**src/rtl/vol_pkg.sv**
```systemverilog
package vol_pkg;

  typedef enum logic [1:0] {
    RAMP_HOLD = 2'd0,
    RAMP_UP   = 2'd1,
    RAMP_DOWN = 2'd2
  } ramp_dir_e;

  localparam int unsigned NUM_CH = 2;

endpackage

```
**src/rtl/vol_req_reg.sv**
```systemverilog
module vol_req_reg #(
  parameter int unsigned GAIN_W = 14
) (
  input  logic              clk,
  input  logic              rst_n,
  input  logic              wr_en,
  input  logic [GAIN_W-1:0] wr_gain,
  output logic [GAIN_W-1:0] req_q
);

  logic [GAIN_W-1:0] req_d;

  always_comb begin
    req_d = req_q;
    if (wr_en) begin
      req_d = wr_gain;
    end
  end

  always_ff @(posedge clk or negedge rst_n) begin
    if (!rst_n) begin
      req_q <= '1;
    end else begin
      req_q <= req_d;
    end
  end

  AST_REQ_HOLD: assert property (@(posedge clk) disable iff (!rst_n)
    !wr_en |=> $stable(req_q));

  AST_REQ_LOAD: assert property (@(posedge clk) disable iff (!rst_n)
    wr_en |=> (req_q == $past(wr_gain)));

endmodule

```
**src/rtl/vol_gain_ramp.sv**
```systemverilog
module vol_gain_ramp
  import vol_pkg::*;
#(
  parameter int unsigned GAIN_W = 14,
  parameter int unsigned FINE_W = 4
) (
  input  logic              clk,
  input  logic              rst_n,
  input  logic              stb,
  input  logic              mute,
  input  logic [GAIN_W-1:0] req,
  output logic [GAIN_W-1:0] gain_q,
  output logic [GAIN_W-1:0] gain_nxt
);

  localparam int unsigned COARSE_W = GAIN_W - FINE_W;

  logic [GAIN_W-1:0]   tgt;
  logic [COARSE_W-1:0] cur_c;
  logic [COARSE_W-1:0] tgt_c;
  logic [COARSE_W-1:0] nxt_c;
  ramp_dir_e           dir;
  logic [GAIN_W-1:0]   gain_d;

  always_comb begin
    tgt   = mute ? '0 : req;
    cur_c = gain_q[GAIN_W-1:FINE_W];
    tgt_c = tgt[GAIN_W-1:FINE_W];
    if (cur_c < tgt_c) begin
      dir = RAMP_UP;
    end else if (cur_c > tgt_c) begin
      dir = RAMP_DOWN;
    end else begin
      dir = RAMP_HOLD;
    end
    case (dir)
      RAMP_UP:   nxt_c = cur_c + 1'b1;
      RAMP_DOWN: nxt_c = cur_c - 1'b1;
      default:   nxt_c = cur_c;
    endcase
    gain_nxt = {nxt_c, tgt[FINE_W-1:0]};
  end

  always_comb begin
    gain_d = gain_q;
    if (stb) begin
      gain_d = gain_nxt;
    end
  end

  always_ff @(posedge clk or negedge rst_n) begin
    if (!rst_n) begin
      gain_q <= '1;
    end else begin
      gain_q <= gain_d;
    end
  end

  AST_RAMP_IDLE: assert property (@(posedge clk) disable iff (!rst_n)
    !stb |=> $stable(gain_q));

  AST_RAMP_STEP_UP: assert property (@(posedge clk) disable iff (!rst_n)
    (stb && !mute && (gain_q[GAIN_W-1:FINE_W] < req[GAIN_W-1:FINE_W]))
    |=> (gain_q[GAIN_W-1:FINE_W] == $past(gain_q[GAIN_W-1:FINE_W]) + 1'b1));

  AST_RAMP_AT_TARGET: assert property (@(posedge clk) disable iff (!rst_n)
    (stb && !mute && (gain_q[GAIN_W-1:FINE_W] == req[GAIN_W-1:FINE_W]))
    |=> $stable(gain_q[GAIN_W-1:FINE_W]));

  AST_FINE_DIRECT: assert property (@(posedge clk) disable iff (!rst_n)
    (stb && !mute) |=> (gain_q[FINE_W-1:0] == $past(req[FINE_W-1:0])));

  AST_MUTE_FALL: assert property (@(posedge clk) disable iff (!rst_n)
    (stb && mute) |=> ((gain_q[FINE_W-1:0] == '0) &&
      ((gain_q[GAIN_W-1:FINE_W] == $past(gain_q[GAIN_W-1:FINE_W]) - 1'b1) ||
       (gain_q[GAIN_W-1:FINE_W] == '0))));

endmodule

```
**src/rtl/vol_scaler.sv**
```systemverilog
module vol_scaler #(
  parameter int unsigned DATA_W = 24,
  parameter int unsigned GAIN_W = 14
) (
  input  logic              clk,
  input  logic              rst_n,
  input  logic              stb,
  input  logic [DATA_W-1:0] sample,
  input  logic [GAIN_W-1:0] gain,
  output logic [DATA_W-1:0] out_q
);

  localparam int unsigned PROD_W = DATA_W + GAIN_W + 1;

  logic [PROD_W-1:0] smp_ext;
  logic [PROD_W-1:0] gain_ext;
  logic [DATA_W-1:0] out_d;

  always_comb begin
    smp_ext  = {{(GAIN_W + 1){sample[DATA_W-1]}}, sample};
    gain_ext = {{(DATA_W + 1){1'b0}}, gain};
    out_d    = out_q;
    if (stb) begin
      out_d = DATA_W'(($signed(smp_ext) * $signed(gain_ext)) >>> GAIN_W);
    end
  end

  always_ff @(posedge clk or negedge rst_n) begin
    if (!rst_n) begin
      out_q <= '0;
    end else begin
      out_q <= out_d;
    end
  end

  AST_OUT_HOLD: assert property (@(posedge clk) disable iff (!rst_n)
    !stb |=> $stable(out_q));

  AST_ZERO_GAIN: assert property (@(posedge clk) disable iff (!rst_n)
    (stb && (gain == '0)) |=> (out_q == '0));

  AST_ZERO_SAMPLE: assert property (@(posedge clk) disable iff (!rst_n)
    (stb && (sample == '0)) |=> (out_q == '0));

endmodule

```
**src/rtl/vol_ramp_atten.sv**
```systemverilog
module vol_ramp_atten
  import vol_pkg::*;
#(
  parameter int unsigned DATA_W = 24,
  parameter int unsigned GAIN_W = 14,
  parameter int unsigned FINE_W = 4
) (
  input  logic              clk,
  input  logic              rst_n,
  input  logic              smp_stb,
  input  logic [DATA_W-1:0] smp_l_i,
  input  logic [DATA_W-1:0] smp_r_i,
  input  logic              req_wr_l,
  input  logic              req_wr_r,
  input  logic [GAIN_W-1:0] req_gain_l,
  input  logic [GAIN_W-1:0] req_gain_r,
  input  logic              hw_mute,
  input  logic              sw_mute,
  output logic              out_stb,
  output logic [DATA_W-1:0] out_l_o,
  output logic [DATA_W-1:0] out_r_o,
  output logic [GAIN_W-1:0] gain_l_o,
  output logic [GAIN_W-1:0] gain_r_o
);

  logic                            mute_any;
  logic [NUM_CH-1:0]               wr_v;
  logic [NUM_CH-1:0][GAIN_W-1:0]   wr_gain_v;
  logic [NUM_CH-1:0][DATA_W-1:0]   smp_v;
  logic [NUM_CH-1:0][GAIN_W-1:0]   req_v;
  logic [NUM_CH-1:0][GAIN_W-1:0]   gain_v;
  logic [NUM_CH-1:0][GAIN_W-1:0]   gain_nxt_v;
  logic [NUM_CH-1:0][DATA_W-1:0]   out_v;
  logic                            out_stb_d;

  always_comb begin
    mute_any     = hw_mute | sw_mute;
    wr_v         = {req_wr_r, req_wr_l};
    wr_gain_v[0] = req_gain_l;
    wr_gain_v[1] = req_gain_r;
    smp_v[0]     = smp_l_i;
    smp_v[1]     = smp_r_i;
    out_stb_d    = smp_stb;
  end

  for (genvar ch = 0; ch < NUM_CH; ch++) begin : g_ch
    vol_req_reg #(
      .GAIN_W (GAIN_W)
    ) i_req (
      .clk     (clk),
      .rst_n   (rst_n),
      .wr_en   (wr_v[ch]),
      .wr_gain (wr_gain_v[ch]),
      .req_q   (req_v[ch])
    );

    vol_gain_ramp #(
      .GAIN_W (GAIN_W),
      .FINE_W (FINE_W)
    ) i_ramp (
      .clk      (clk),
      .rst_n    (rst_n),
      .stb      (smp_stb),
      .mute     (mute_any),
      .req      (req_v[ch]),
      .gain_q   (gain_v[ch]),
      .gain_nxt (gain_nxt_v[ch])
    );

    vol_scaler #(
      .DATA_W (DATA_W),
      .GAIN_W (GAIN_W)
    ) i_scale (
      .clk    (clk),
      .rst_n  (rst_n),
      .stb    (smp_stb),
      .sample (smp_v[ch]),
      .gain   (gain_nxt_v[ch]),
      .out_q  (out_v[ch])
    );
  end

  always_ff @(posedge clk or negedge rst_n) begin
    if (!rst_n) begin
      out_stb <= 1'b0;
    end else begin
      out_stb <= out_stb_d;
    end
  end

  assign out_l_o  = out_v[0];
  assign out_r_o  = out_v[1];
  assign gain_l_o = gain_v[0];
  assign gain_r_o = gain_v[1];

  AST_STB_PULSE: assert property (@(posedge clk) disable iff (!rst_n)
    smp_stb |=> out_stb);

  AST_OUT_GAP: assert property (@(posedge clk) disable iff (!rst_n)
    !smp_stb |=> !out_stb);

  AST_CH_ISOLATE: assert property (@(posedge clk) disable iff (!rst_n)
    (smp_stb && !mute_any && (gain_r_o == req_v[1])) |=> $stable(gain_r_o));

endmodule

```
**config.mk**
```make
export PLATFORM = sky130hd
export DESIGN_NAME = vol_ramp_atten
export DESIGN_NICKNAME = d
export VERILOG_FILES = /design/src/rtl/vol_pkg.sv /design/src/rtl/vol_req_reg.sv /design/src/rtl/vol_gain_ramp.sv /design/src/rtl/vol_scaler.sv /design/src/rtl/vol_ramp_atten.sv
export SDC_FILE = /design/constraint.sdc
export NUM_CORES = 2
export LEC_CHECK = 0
export BUFFER_PORTS_ARGS = -buffer_cell sky130_fd_sc_hd__clkbuf_2
export CORE_MARGIN = 2
export CORE_UTILIZATION = 40
export DETAILED_ROUTE_END_ITERATION = 8
export PLACE_DENSITY = 0.54
export SKIP_LAST_GASP = 1
export SLEW_MARGIN = 20
export SYNTH_ARGS = -nofsm -noshare
export SYNTH_HDL_FRONTEND = slang
export SYNTH_SLANG_ARGS = --single-unit
```
**constraint.sdc**
```tcl
create_clock -name clk -period 21.1 [get_ports clk]
set_clock_uncertainty 0.2 [all_clocks]
set_input_delay 1.055 -clock clk [delete_from_list [all_inputs] [get_ports clk]]
set_output_delay 1.055 -clock clk [all_outputs]
set_load 0.01 [all_outputs]
```
Yosys cells after proc, flatten, opt, wreduce, memory -nomap -nowiden
Cells that the tools add are included.
Operators by class
  add/sub/neg operators: 4
  multipliers: 2
  magnitude comparators: 4
  equality and inequality tests: 4
  mux-type cells: 8
  bitwise gates (word level): 1
Operator list (number)
  24-bit by 15-bit multiplier with 38-bit output: 2
  10-bit case mux with 2 select lines: 2
  14-bit 2-to-1 mux: 2
  10-bit by 1-bit adder with 10-bit output (second input constant): 2
  10-bit > comparator: 2
  10-bit < comparator: 2
  10-bit by 1-bit subtractor with 10-bit output (second input constant): 2
  2-bit 2-to-1 mux: 4
  2-bit by 1-bit equality test with 1-bit output (second input constant): 2
  2-bit equality test (second input constant): 2
  1-bit bitwise OR: 1
Word-level totals
  bits in registers: 105
  bits of input ports: 83
  output and inout port bits: 77

Longest topological paths before layout
  depth in word-level cells: 8
  mapped depth: 44
  mapped depth without buffers: 41

Modules after synthesis
Synthesis repeated with hierarchy kept, for this count alone.
Unflattened totals
  cell total of the unflattened synthesis: 2922
  area, all modules: 28479.8 µm²
Modules (own cells, without submodules)
  vol_scaler (g_ch[1].i_scale): instances 1, cells an instance 1315, area an instance 12395.6 µm², seq. area each 600.6 µm²
  vol_scaler (g_ch[0].i_scale): instances 1, cells an instance 1291, area an instance 12221.7 µm², seq. area each 600.6 µm²
  vol_gain_ramp: instances 2, cells an instance 128, area an instance 1378.8 µm², seq. area each 367.9 µm²
  vol_req_reg: instances 2, cells an instance 29, area an instance 536.8 µm², seq. area each 367.9 µm²
  vol_ramp_atten: instances 1, cells an instance 2, area an instance 31.3 µm², seq. area each 25.0 µm²

Worst setup path after synthesis
Ideal clock, no wire load.
  path kind: input-to-reg
  start point: in sw_mute
  end point: reg g_ch[1].i_scale.out_q[19]
  arrival time: 11059 ps
  required time: 20775 ps
  setup slack: 9717 ps
  cell stages on the path: 42
  buffers on the path: 5
  cells stage by stage: nor2_1 > clkbuf_1 > clkbuf_1 > nand2_1 > ha_1 > a21o_1 > a21o_1 > a21oi_1 > nor2_1 > a2111oi_0 > clkbuf_1 > nor2_1 > ha_1 > a21o_1 > a21oi_1 > o21bai_1 > a21oi_1 > o21bai_1 > (+6 left out) > ha_1 > fa_1 > fa_1 > fa_1 > fa_1 > inv_1 > fa_1 > inv_1 > ha_1 > nand4_1 > nor2_1 > a211oi_1 > o21ai_1 > a211oi_1 > nor3_1 > or2_2 > xor2_1 > mux2_2
On the way
  cells in the longest elaborated chain, start to end: 8
  elaborated cells between the ends (all ways): 10
  those cells by class: 1 x mul; 2 x order compare; 2 x eq/ne; 4 x mux; 1 x bitwise
Ends and longest elaborated chain
  start, declared: line vol_ramp_atten.sv:18  | input logic sw_mute,
  1-bit bitwise OR (*): line vol_ramp_atten.sv:37  | mute_any = hw_mute | sw_mute;
  14-bit 2-to-1 mux (*): line vol_gain_ramp.sv:26  | tgt = mute ? '0 : req;
  10-bit > comparator: line vol_gain_ramp.sv:31  | end else if (cur_c > tgt_c) begin
  2-bit 2-to-1 mux: line vol_gain_ramp.sv:31
  2-bit 2-to-1 mux: line vol_gain_ramp.sv:29  | if (cur_c < tgt_c) begin
  2-bit equality test or 2-bit by 1-bit equality test with 1-bit output (tied branches): line vol_gain_ramp.sv:36  | case (dir)
  10-bit case mux with 2 select lines: line vol_gain_ramp.sv:36
  24-bit by 15-bit multiplier with 38-bit output (*): line vol_scaler.sv:24  | out_d = DATA_W'(($signed(smp_ext) * $signed(gain_ext)) >>> GAIN_W);
  end signal, assigned: line vol_scaler.sv:32  | out_q <= out_d;
  end, declared: line vol_scaler.sv:10  | output logic [DATA_W-1:0] out_q
Mark *: on every way between the ends. The rest lies on a longest branch, timed or not.
A chain may end at the register's enable or synchronous reset.

Worst setup path in the final report
Ends and elaborated chain as after synthesis.

==> key figures <==
Setup path
  – CP Max Fanout: 50
  – Critical path's slowest cell: a211oi_1
  – Most numerous cell on the critical path: fa_1
  – Critical path's top delay family: compound AO/OA/AOI/OAI gates
  – WP buf/inv: 9
  – Critical path class: in2reg
  – Critical Path Start Type: input port
  – Crit path arrival time: 12.26 ns
  – CP required: 21.19 ns
  – Element type at the critical path end: flip-flop
  – Worst path max stage delay: 0.85 ns

Global routing
  – GRT Total Usage: 22.4%
  – Number of global-route vias before repair: 23400
  – Largest net degree at the start of global routing: 82
  – Global-route wire length before repair: 130000 um
  – Remaining global-route overflow: 0
  – Initial antenna violation count: 4

CTS
  – Clock Path Buffers: 2
  – H-Tree Depth: 3
  – CTS sink cnt: 105
  – CTS resizes: 0
  – Clock transition at the registers of the reported paths: 0.09 ns
  – Root buf cell: clkbuf_16
  – Post-CTS setup buffer count: 0
  – Inserted Clock Buffers: 9
  – Hold-fix buffers at CTS: 0
  – CTS tree: built
  – Clk_lat worst skew: 0.39 ns

Routing
  – Via/cell ratio: 5.23
  – Drt wl/cell: 19.6 um
  – DR iter-0 viols: 1155
  – Drt drc: 0
  – Detail Route Antenna Nets: 0
  – First-pass DRT Iterations: 5
  – Detailed-route via count: 21100
  – Total wire length: 79300 um

Floorplan
  – Ports: 160
  – Initial core utilization: 40.5%
  – Die Width: 273 um
  – Die height: 273 um
  – Core area: 71500 sq um
  – Die area: 74500 sq um
  – Rows: 98

Logic synthesis
  – Top_reg_cell synth: dfstp_2
  – Seq/Total Area, Yosys: 9.33%
  – Most numerous cell in the Yosys netlist: fa_1
  – Syn Area/Cell: 9.48 sq um
  – Synth warn: 0
  – Top cell type by total area after synthesis: fa_1
  – Synth Instances: 3051
  – Largest cells by area after synthesis: fa_1 43%, ha_1 8.9%, inv_1 7.9%, nand2_1 5.6%, dfstp_2 5.1%
  – Synth top area share: 42.9%
  – Top post-synthesis cells by count: 620 x fa_1, 610 x inv_1, 434 x nand2_1
  – Share of synthesized registers carrying an async set or reset: 100%
  – Register bit count reported by yosys: 105
  – Net Count, Synth: 3960
  – Post-synth EDFFs: 0
  – Mapped cell area: 28900 sq um
  – Count of different cell masters after synthesis: 78

Place
  – Detailed placement HPWL: 63200 um
  – GPL Wtd Cong: 0.863
  – I/O Buffers: 159
  – Placed Area: 30500 sq um

STA
  – Setup TNS: 0 ns
  – Slew Limit Fails: 0
  – Fmax: 0.0821 GHz
  – Fin crit share: 57.7%
  – Relative slew slack: 27.9%
  – Worst-Margin Slew: 1.08 ns
  – Crit path time final: 12.17 ns
  – Final setup viols: 0
  – RSZ-0062 raised after global routing: false
  – Hold Vio Cnt, Final: 0

Cells and area
  – Layout fillers: 6980
  – Ratio of cells with drive above 1 in the final layout: 12.3%
  – Antenna cell count: 0
  – Area grow syn2layout: 6.63%
  – NumNets Final: 3994
  – Design area: 30800 sq um

Min path
  – Min-Delay Path Class: reg2reg

Job
  – Maxcap violations: 0

Run status
  – Status: completed
[cell families after synthesis]
logic type,after synthesis,share of synthesized area [%]
AO/OA/AOI/OAI,232,5.62
XOR/XNOR,75,2.30
adder cells (fa/ha/maj),826,51.8
buffers and inverters,770,10.2
flip-flops,105,9.33
multiplexers,116,4.53
AND/OR/NAND/NOR,927,16.2
[layout by cell type (no fill, tap or decap), drive strengths merged, types with 34 or more instances in the layout]
| cell | count |
|---|---|
| nand4 | 39 |
| fa | 620 |
| nand2 | 435 |
| a21oi | 71 |
| and3 | 120 |
| inv | 614 |
| mux2 | 89 |
| clkbuf | 166 |
| a21o | 34 |
| nor2b | 57 |
| o21ai | 36 |
| xnor2 | 61 |
| dfstp | 56 |
| dfrtp | 49 |
| ha | 206 |
| and2 | 111 |
| nor2 | 54 |
[metal layers]
metal | track usage, % | wire (um) | vias up
met3 | 4.60 | 5500 | 95
met4 | 4.34 | 1310 | 4
met5 | 0 | 29 | -
met1 | 31.3 | 35700 | 11000
li1 | - | - | 9481
met2 | 36.1 | 36800 | 588
[registers in the layout, indices dropped and copies added, names as in the netlist]
name / count
out_stb: 1
g_ch.i_scale.out_q: 48
g_ch.i_req.req_q: 28
g_ch.i_ramp.gain_q: 28
[worst register-to-register path, delay by kind of cell, from the launching register on]
family	cells	cell delay [ns]
AOI/OAI and AO/OA	15	3.73
xor gates and xnor gates	1	0.15
adders and majority gates	9	3.66
buffers and inverters	7	1.30
DFF	1	0.54
muxes	2	0.53
and+or+nand+nor	7	1.23
[worst paths after layout]
path / start / to / slack (ns) / cells after the start
min in group asynchronous: rst_n / g_ch[0].i_scale.out_q[3] / 0.49 / 1
setup reg to reg: g_ch[1].i_req.req_q[7] / g_ch[1].i_scale.out_q[19] / 9.70 / 41
setup / recovery: sw_mute / g_ch[1].i_scale.out_q[19] / 8.93 / 44
hold reg to reg: g_ch[0].i_ramp.gain_q[0] / g_ch[0].i_ramp.gain_q[0] / 0.30 / 2
hold / removal: g_ch[0].i_ramp.gain_q[0] / g_ch[0].i_ramp.gain_q[0] / 0.30 / 2
max in group asynchronous: rst_n / g_ch[0].i_scale.out_q[12] / 18.94 / 2
[area by class of cell]
type / count / area [sq um] / area share, %
inverters: 611 / 2290 / 7.44
multi-input cells: 2176 / 23400 / 75.7
clock buffers: 9 / 225 / 0.730
well taps: 950 / 1190 / 3.85
flip-flops and latches: 105 / 2700 / 8.75
repair buffers: 182 / 993 / 3.22
clock inverters: 7 / 80.1 / 0.260
[metrics by stage]
stage | util, % | setup WS (ns) | hold slack (ns) | instances
3_3_place_gp | 42.7 | 8.72 | 0.268 | 4023
3_5_place_dp | 42.7 | 8.57 | 0.275 | 4023
6_report | 43.1 | 8.93 | 0.298 | 4040
4_1_cts | 43.1 | 8.98 | 0.295 | 4039
2_1_floorplan | - | 9.72 | 0.294 | 3051
5_1_grt | 43.1 | 8.15 | 0.327 | 4040
Power is left out: the tool's default activity adds up to more than one toggle a clock period on the data nets, which glitch-free logic cannot reach.
